[src/rtl/tfu_pkg.sv]
package tfu_pkg;
  typedef enum logic {
    TS_IDLE = 1'b0,
    TS_RUN  = 1'b1
  } thr_state_e;
endpackage

[src/rtl/tfu_match_store.sv]
module tfu_match_store #(
  parameter int KEY_W  = 6,
  parameter int DATA_W = 16
) (
  input  logic              clk,
  input  logic              rst_n,
  input  logic [KEY_W-1:0]  rd_key,
  output logic              rd_hit,
  output logic              rd_port,
  output logic [DATA_W-1:0] rd_data,
  input  logic              wr_set,
  input  logic              wr_clr,
  input  logic [KEY_W-1:0]  wr_key,
  input  logic              wr_port,
  input  logic [DATA_W-1:0] wr_data
);
  localparam int DEPTH = 1 << KEY_W;

  logic              pres [DEPTH];
  logic              side [DEPTH];
  logic [DATA_W-1:0] held [DEPTH];

  for (genvar g = 0; g < DEPTH; g++) begin : g_slot
    logic sel;
    assign sel = (wr_key == KEY_W'(g));
    always_ff @(posedge clk) begin
      if (!rst_n) begin
        pres[g] <= 1'b0;
      end else if (sel && wr_set) begin
        pres[g] <= 1'b1;
      end else if (sel && wr_clr) begin
        pres[g] <= 1'b0;
      end
    end
    always_ff @(posedge clk) begin
      if (sel && wr_set) begin
        side[g] <= wr_port;
        held[g] <= wr_data;
      end
    end
  end

  assign rd_hit  = pres[rd_key];
  assign rd_port = side[rd_key];
  assign rd_data = held[rd_key];
endmodule

[src/rtl/tfu_imem.sv]
module tfu_imem #(
  parameter int ADDR_W = 4,
  parameter int IW_W   = 12
) (
  input  logic              clk,
  input  logic              we,
  input  logic [ADDR_W-1:0] waddr,
  input  logic [IW_W-1:0]   wdata,
  input  logic [ADDR_W-1:0] raddr_tok,
  output logic [IW_W-1:0]   rdata_tok,
  input  logic [ADDR_W-1:0] raddr_thr,
  output logic [IW_W-1:0]   rdata_thr
);
  localparam int DEPTH = 1 << ADDR_W;

  logic [IW_W-1:0] words [DEPTH];

  always_ff @(posedge clk) begin
    if (we) words[waddr] <= wdata;
  end

  assign rdata_tok = words[raddr_tok];
  assign rdata_thr = words[raddr_thr];
endmodule

[src/rtl/tfu_regfile.sv]
module tfu_regfile #(
  parameter int NREG   = 4,
  parameter int DATA_W = 16,
  localparam int RIDX_W = (NREG > 2) ? $clog2(NREG) : 1
) (
  input  logic              clk,
  input  logic              rst_n,
  input  logic              ld_en,
  input  logic [DATA_W-1:0] ld_a,
  input  logic [DATA_W-1:0] ld_b,
  input  logic              wr_en,
  input  logic [RIDX_W-1:0] wr_idx,
  input  logic [DATA_W-1:0] wr_data,
  input  logic [RIDX_W-1:0] ra_idx,
  output logic [DATA_W-1:0] ra_data,
  input  logic [RIDX_W-1:0] rb_idx,
  output logic [DATA_W-1:0] rb_data
);
  logic [DATA_W-1:0] regs [NREG];

  for (genvar g = 0; g < NREG; g++) begin : g_reg
    logic hit_ext;
    assign hit_ext = wr_en && (wr_idx == RIDX_W'(g));
    if (g < 2) begin : g_head
      always_ff @(posedge clk) begin
        if (!rst_n)        regs[g] <= '0;
        else if (ld_en)    regs[g] <= (g == 0) ? ld_a : ld_b;
        else if (hit_ext)  regs[g] <= wr_data;
      end
    end else begin : g_plain
      always_ff @(posedge clk) begin
        if (!rst_n)        regs[g] <= '0;
        else if (hit_ext)  regs[g] <= wr_data;
      end
    end
  end

  assign ra_data = regs[ra_idx];
  assign rb_data = regs[rb_idx];
endmodule

[src/rtl/tfu_thread_seq.sv]
module tfu_thread_seq
  import tfu_pkg::*;
#(
  parameter int ADDR_W  = 4,
  parameter int FRAME_W = 2
) (
  input  logic               clk,
  input  logic               rst_n,
  input  logic               start,
  input  logic [ADDR_W-1:0]  start_addr,
  input  logic [FRAME_W-1:0] start_frame,
  input  logic               cur_last,
  output logic               busy,
  output logic [ADDR_W-1:0]  pc,
  output logic [FRAME_W-1:0] frame
);
  thr_state_e state;

  always_ff @(posedge clk) begin
    if (!rst_n) begin
      state <= TS_IDLE;
      pc    <= '0;
      frame <= '0;
    end else begin
      case (state)
        TS_IDLE: begin
          if (start) begin
            state <= TS_RUN;
            pc    <= start_addr + 1'b1;
            frame <= start_frame;
          end
        end
        TS_RUN: begin
          pc <= pc + 1'b1;
          if (cur_last) state <= TS_IDLE;
        end
        default: state <= TS_IDLE;
      endcase
    end
  end

  assign busy = (state == TS_RUN);
endmodule

[src/rtl/tok_fire_unit.sv]
module tok_fire_unit #(
  parameter int FRAME_W = 2,
  parameter int ADDR_W  = 4,
  parameter int DATA_W  = 16,
  parameter int OP_W    = 6,
  parameter int NREG    = 4,
  localparam int RIDX_W = (NREG > 2) ? $clog2(NREG) : 1,
  localparam int IW_W   = OP_W + 2 + 2 * RIDX_W,
  localparam int KEY_W  = FRAME_W + ADDR_W
) (
  input  logic               clk,
  input  logic               rst_n,
  input  logic               thread_en,
  input  logic               tok_valid,
  output logic               tok_ready,
  input  logic [FRAME_W-1:0] tok_frame,
  input  logic [ADDR_W-1:0]  tok_addr,
  input  logic               tok_port,
  input  logic [DATA_W-1:0]  tok_data,
  input  logic               im_we,
  input  logic [ADDR_W-1:0]  im_waddr,
  input  logic [IW_W-1:0]    im_wdata,
  input  logic               rf_we,
  input  logic [RIDX_W-1:0]  rf_widx,
  input  logic [DATA_W-1:0]  rf_wdata,
  output logic               iss_valid,
  output logic               iss_bubble,
  output logic               iss_cont,
  output logic [OP_W-1:0]    iss_opcode,
  output logic [FRAME_W-1:0] iss_frame,
  output logic [ADDR_W-1:0]  iss_addr,
  output logic [DATA_W-1:0]  iss_a,
  output logic [DATA_W-1:0]  iss_b
);
  // program word field helpers
  function automatic logic [OP_W-1:0] w_opcode(input logic [IW_W-1:0] w);
    return w[OP_W-1:0];
  endfunction
  function automatic logic w_dyadic(input logic [IW_W-1:0] w);
    return w[OP_W];
  endfunction
  function automatic logic w_last(input logic [IW_W-1:0] w);
    return w[OP_W+1];
  endfunction
  function automatic logic [RIDX_W-1:0] w_src_a(input logic [IW_W-1:0] w);
    return w[OP_W+2 +: RIDX_W];
  endfunction
  function automatic logic [RIDX_W-1:0] w_src_b(input logic [IW_W-1:0] w);
    return w[OP_W+2+RIDX_W +: RIDX_W];
  endfunction
  // pair ordering: stored side decides where the newcomer goes
  function automatic logic [2*DATA_W-1:0] order_pair(
    input logic              stored_side,
    input logic [DATA_W-1:0] stored_val,
    input logic [DATA_W-1:0] new_val
  );
    return stored_side ? {new_val, stored_val} : {stored_val, new_val};
  endfunction

  logic [IW_W-1:0]   tok_word, thr_word;
  logic              tok_acc, tok_dyadic, tok_hit, tok_fire, tok_park;
  logic              st_side;
  logic [DATA_W-1:0] st_val;
  logic [DATA_W-1:0] tok_opa, tok_opb;
  logic              thr_start, thr_busy, thr_last;
  logic [ADDR_W-1:0] thr_pc;
  logic [FRAME_W-1:0] thr_frame;
  logic [DATA_W-1:0] rf_a, rf_b;
  logic [KEY_W-1:0]  tok_key;

  assign tok_key   = {tok_frame, tok_addr};
  assign tok_ready = !thr_busy;

  tfu_imem #(.ADDR_W(ADDR_W), .IW_W(IW_W)) u_imem (
    .clk       (clk),
    .we        (im_we),
    .waddr     (im_waddr),
    .wdata     (im_wdata),
    .raddr_tok (tok_addr),
    .rdata_tok (tok_word),
    .raddr_thr (thr_pc),
    .rdata_thr (thr_word)
  );

  tfu_match_store #(.KEY_W(KEY_W), .DATA_W(DATA_W)) u_store (
    .clk     (clk),
    .rst_n   (rst_n),
    .rd_key  (tok_key),
    .rd_hit  (tok_hit),
    .rd_port (st_side),
    .rd_data (st_val),
    .wr_set  (tok_park),
    .wr_clr  (tok_fire && tok_dyadic),
    .wr_key  (tok_key),
    .wr_port (tok_port),
    .wr_data (tok_data)
  );

  always_comb begin
    tok_acc    = tok_valid && tok_ready;
    tok_dyadic = w_dyadic(tok_word);
    tok_fire   = tok_acc && (!tok_dyadic || tok_hit);
    tok_park   = tok_acc && tok_dyadic && !tok_hit;
    if (tok_dyadic) begin
      {tok_opa, tok_opb} = order_pair(st_side, st_val, tok_data);
    end else begin
      tok_opa = tok_data;
      tok_opb = '0;
    end
    thr_start = tok_fire && thread_en && !w_last(tok_word);
    thr_last  = w_last(thr_word);
  end

  tfu_thread_seq #(.ADDR_W(ADDR_W), .FRAME_W(FRAME_W)) u_seq (
    .clk         (clk),
    .rst_n       (rst_n),
    .start       (thr_start),
    .start_addr  (tok_addr),
    .start_frame (tok_frame),
    .cur_last    (thr_last),
    .busy        (thr_busy),
    .pc          (thr_pc),
    .frame       (thr_frame)
  );

  tfu_regfile #(.NREG(NREG), .DATA_W(DATA_W)) u_rf (
    .clk     (clk),
    .rst_n   (rst_n),
    .ld_en   (tok_fire),
    .ld_a    (tok_opa),
    .ld_b    (tok_opb),
    .wr_en   (rf_we),
    .wr_idx  (rf_widx),
    .wr_data (rf_wdata),
    .ra_idx  (w_src_a(thr_word)),
    .ra_data (rf_a),
    .rb_idx  (w_src_b(thr_word)),
    .rb_data (rf_b)
  );

  always_ff @(posedge clk) begin
    if (!rst_n) begin
      iss_valid  <= 1'b0;
      iss_bubble <= 1'b0;
      iss_cont   <= 1'b0;
      iss_opcode <= '0;
      iss_frame  <= '0;
      iss_addr   <= '0;
      iss_a      <= '0;
      iss_b      <= '0;
    end else begin
      iss_bubble <= tok_park;
      if (thr_busy) begin
        iss_valid  <= 1'b1;
        iss_cont   <= 1'b1;
        iss_opcode <= w_opcode(thr_word);
        iss_frame  <= thr_frame;
        iss_addr   <= thr_pc;
        iss_a      <= rf_a;
        iss_b      <= rf_b;
      end else if (tok_fire) begin
        iss_valid  <= 1'b1;
        iss_cont   <= 1'b0;
        iss_opcode <= w_opcode(tok_word);
        iss_frame  <= tok_frame;
        iss_addr   <= tok_addr;
        iss_a      <= tok_opa;
        iss_b      <= tok_opb;
      end else begin
        iss_valid  <= 1'b0;
        iss_cont   <= 1'b0;
      end
    end
  end
endmodule

[config.mk]
export PLATFORM = sky130hd
export DESIGN_NAME = tok_fire_unit
export DESIGN_NICKNAME = d
export VERILOG_FILES = /design/src/rtl/tfu_pkg.sv /design/src/rtl/tfu_match_store.sv /design/src/rtl/tfu_imem.sv /design/src/rtl/tfu_regfile.sv /design/src/rtl/tfu_thread_seq.sv /design/src/rtl/tok_fire_unit.sv
export SDC_FILE = /design/constraint.sdc
export NUM_CORES = 1
export LEC_CHECK = 0
export BUFFER_PORTS_ARGS = -buffer_cell sky130_fd_sc_hd__buf_4
export CORE_ASPECT_RATIO = 0.7
export CORE_MARGIN = 2
export CORE_UTILIZATION = 56
export CTS_CLUSTER_DIAMETER = 150
export DETAILED_ROUTE_END_ITERATION = 12
export GPL_TIMING_DRIVEN = 0
export MAX_ROUTING_LAYER = met4
export PLACE_DENSITY = 0.79
export SETUP_SLACK_MARGIN = 0.05
export SLEW_MARGIN = 40
export SYNTH_ARGS = -nofsm -noshare
export SYNTH_HDL_FRONTEND = slang
export SYNTH_SLANG_ARGS = --single-unit
[constraint.sdc]
create_clock -name clk -period 4.2 [get_ports clk]
set_input_delay 1.05 -clock clk [delete_from_list [all_inputs] [get_ports clk]]
set_output_delay 1.05 -clock clk [all_outputs]
set_load 0.03 [all_outputs]
==> summary.md <==
| Metric | Value |
|---|---|
| Critical path arrival | ~4.6 ns |
| DRC | 0 |
| Flops & latches, synth | 1466 |
| Sink Count | roughly 1.5k |
| Die Y | approximately 270 um |
| Worst-Margin Slew | 0.920 ns |
| Final ANT Viol Nets | 0 |
| Dpl cell area | between 60000 and 70000 um^2 |
| HP Class | reg2reg |
| Filler Cells Inserted | approximately 6.5k |
| Post-route insts no fill | around 4.6k |
| Metal2 WL | 75.4 mm |
| Ys async rst share | 0% |
| Die area | around 110000 um^2 |
| Max-cap violations | 0 |
| Clock-pin slew on the worst setup and hold paths | 0.06 ns |
| Fin worst setup slack | roughly 0.073 ns |
| Via count | ~32k |
| Fin nets | approximately 3.2k |
| Layout cell share with drive strength beyond 1 | between 30% and 40% |
| Count of cell types in the netlist | 55 |
| Dpl cells | between 4k and 5k |
| Die Span X | slightly below 400 um |
| # IOs | roughly 110 |
| Final GP Congestion | slightly above 1 |
| Clk buf depth | 3 |
| CP endpoint kind | flop |
| Routed wire length | 162 mm |
| Root buffer cell | clkbuf_16 |
| Synth warn | 0 |
| CTS buffer count | roughly 130 |
| H-tree Lvls | 4 |
| Setup crit start kind | primary input |
| Core area | between 100000 and 150000 um^2 |
| Vias/cell | 6.99 |
| Initial core utilization | a little under three fifths |
| Number of cell rows | 99 |
| Max FO, Critical Path | 11 |
| Final setup violation count | 0 |
| Mapped Area | a little under 60000 um^2 |
| Fmax | 242 MHz |
| Fin crit share | a little over nine tenths |
| Final hold violation count | 0 |
| CP Class | in2reg |
| Max_slew headroom | around 39% |
| Setup slack at placement | -1.16 ns |
| Vias in the first global route | 31.9k |
| Final slew viol count | 0 |
| Buffers on Ports | 107 |
| DRT Pass-1 Iters | 6 |
| TritonCTS clock tree | done |
| Most common cell after layout, fill and taps aside | edfxtp_1 |
| Pleak | ~21 nW |
| Grt ovf | 0 |
| Clk_lat worst skew | about 0.8 ns |
| GRT Util Overall | 31.7% |
| Sequential area share after synthesis | roughly three quarters |
| Metal-1 WL | between 50 and 60 mm |
| P per Cell Area | around 450 nW/um^2 |
| Post-Synthesis Cells | about 2.8k |
| Final Util | about 65% |
| Min cycle time layout | between 4 and 5 ns |
| Outcome | finished clean |
| Commonest non-fill, non-tap cells in the layout | 1407 x edfxtp_1, 478 x mux4_2, 137 x clkbuf_16 |
| Initial antenna violation count | 5 |
| Hold_ws | about 0.48 ns |
| Worst Clk Skew | about 0.036 ns |
| Met3 wire length | roughly 21 mm |
| DRT iter0 DRCs | 4860 |
| Required @ worst endpoint | approximately 4.7 ns |
| Highest metal layer with signal wires | met4 |
| First-pass GRT wire length | approximately 230 mm |
| Area Overhead vs Synth | 15.4% |
| Hold bufs inserted after CTS | 0 |
| RSZ-0062 raised after global routing | yes |
| Synth Flop Type | edfxtp_1 |
| Post-DP HPWL | about 100 mm |
| Post-route cell area | 67800 um^2 |
| VDD IR max | ~360 uV |
| Post-synth EDFFs | between 1k and 1.5k |
| Drt wl/cell | ~35 um |
| Syn Nets | 2834 |
| Largest net degree at the start of global routing | 67 |
| Syn_area_per_cell | 21.2 um^2 |
[cells in the mapped netlist, types with 17 or more instances]
master | instances | area [um^2]
edfxtp_1 | 1407 | 42300
mux4_2 | 478 | 10800
nor2_1 | 151 | 567
clkbuf_1 | 105 | 394
nand2_1 | 85 | 319
o21ai_0 | 68 | 340
dfxtp_1 | 59 | 1180
buf_2 | 48 | 240
a22oi_1 | 47 | 353
mux2i_1 | 37 | 370
and2_1 | 35 | 219
o2bb2ai_1 | 32 | 280
nand3_1 | 31 | 155
nand4_1 | 22 | 138
inv_1 | 18 | 67.6
buf_1 | 17 | 63.8
[per-stage QoR]
step,setup TNS (ns),power (mW)
2_1_floorplan,0,17.9
3_3_place_gp,-2216.70,18.8
3_5_place_dp,-1057.85,19.0
4_1_cts,0,30.8
5_1_grt,0,31.5
6_report,0,30.8
[layer usage]
| layer | up-vias | global-route usage (%) |
|---|---|---|
| li1 | 12400 | - |
| met5 | - | - |
| met1 | 16600 | 43.3 |
| met3 | 364 | 8.65 |
| met4 | 0 | 11.1 |
| met2 | 2553 | 46.6 |
[power breakdown]
| part | leakage [nW] | switching (mW) | internal (mW) |
|---|---|---|---|
| sequential | 13.3 | 0.0928 | 16.2 |
| clock | 2.06 | 5.33 | 6.73 |
| combinational | 5.91 | 1.52 | 0.896 |
| total | 21.3 | 6.95 | 23.8 |
[cell type report]
type                            count  area [um^2]  area share, %
Timing Repair Buffer              196         2320           3.42
Sequential cell                  1466        43400           64.1
Multi-Input combinational cell   1105        15100           22.3
Buffer                            179          896           1.32
Clock inverter                     63          621          0.916
Inverter                           19         71.3          0.105
Clock buffer                      169         3620           5.34
Tap cell                         1363         1710           2.52
Antenna cell                        3         7.51         0.0111
[worst max-delay path, stage by stage]
cell	delay [ns]
buf_2	0.26
buf_2	0.40
buf_4	0.39
buf_2	0.45
clkbuf_2	0.36
nor2b_1	0.17
clkbuf_1	0.42
nand2_2	0.45
nor2_4	0.43
buf_8	0.21
[flip-flops by register name, summed over array words and instances (netlist names), 4 cells and up, named ones only]
register / count
u_imem.words: 192
u_store.side: 64
u_rf.regs: 64
iss_opcode: 6
iss_a: 16
u_store.held: 1024
u_store.pres: 64
iss_addr: 4
iss_b: 16
u_seq.pc: 4
[worst paths after layout]
check	startpoint	endpoint	slack, ns	cells past startpoint
worst max-delay path	tok_addr[1]	u_store.held[22][9]$_DFFE_PP_	0.07	10
worst max register to register	flop	iss_opcode[0]$_SDFFE_PN0P_	0.26	8
worst min-delay path	iss_opcode[1]$_SDFFE_PN0P_	iss_opcode[1]$_SDFFE_PN0P_	0.48	2
worst min register to register	iss_opcode[1]$_SDFFE_PN0P_	iss_opcode[1]$_SDFFE_PN0P_	0.48	2
[logic make-up (layout without fill, tap and decap cells)]
kind of cell,Yosys count,count (layout),synth area share [%]
compound gates,225,225,2.72
fa+ha+maj,1,1,0.0213
buf+inv,199,626,1.50
flops,1466,1466,73.9
mux,517,517,19.0
other cells,0,3,0
simple gates,362,362,2.83
[what timing repair did]
item / in CTS / in global routing
setup buffers: 25 / 5
gates resized for setup: 38 / 24
pin swaps: 23 / 5
endpoints found under the setup margin: 912 / 452
(Power assumes the default switching activity.)
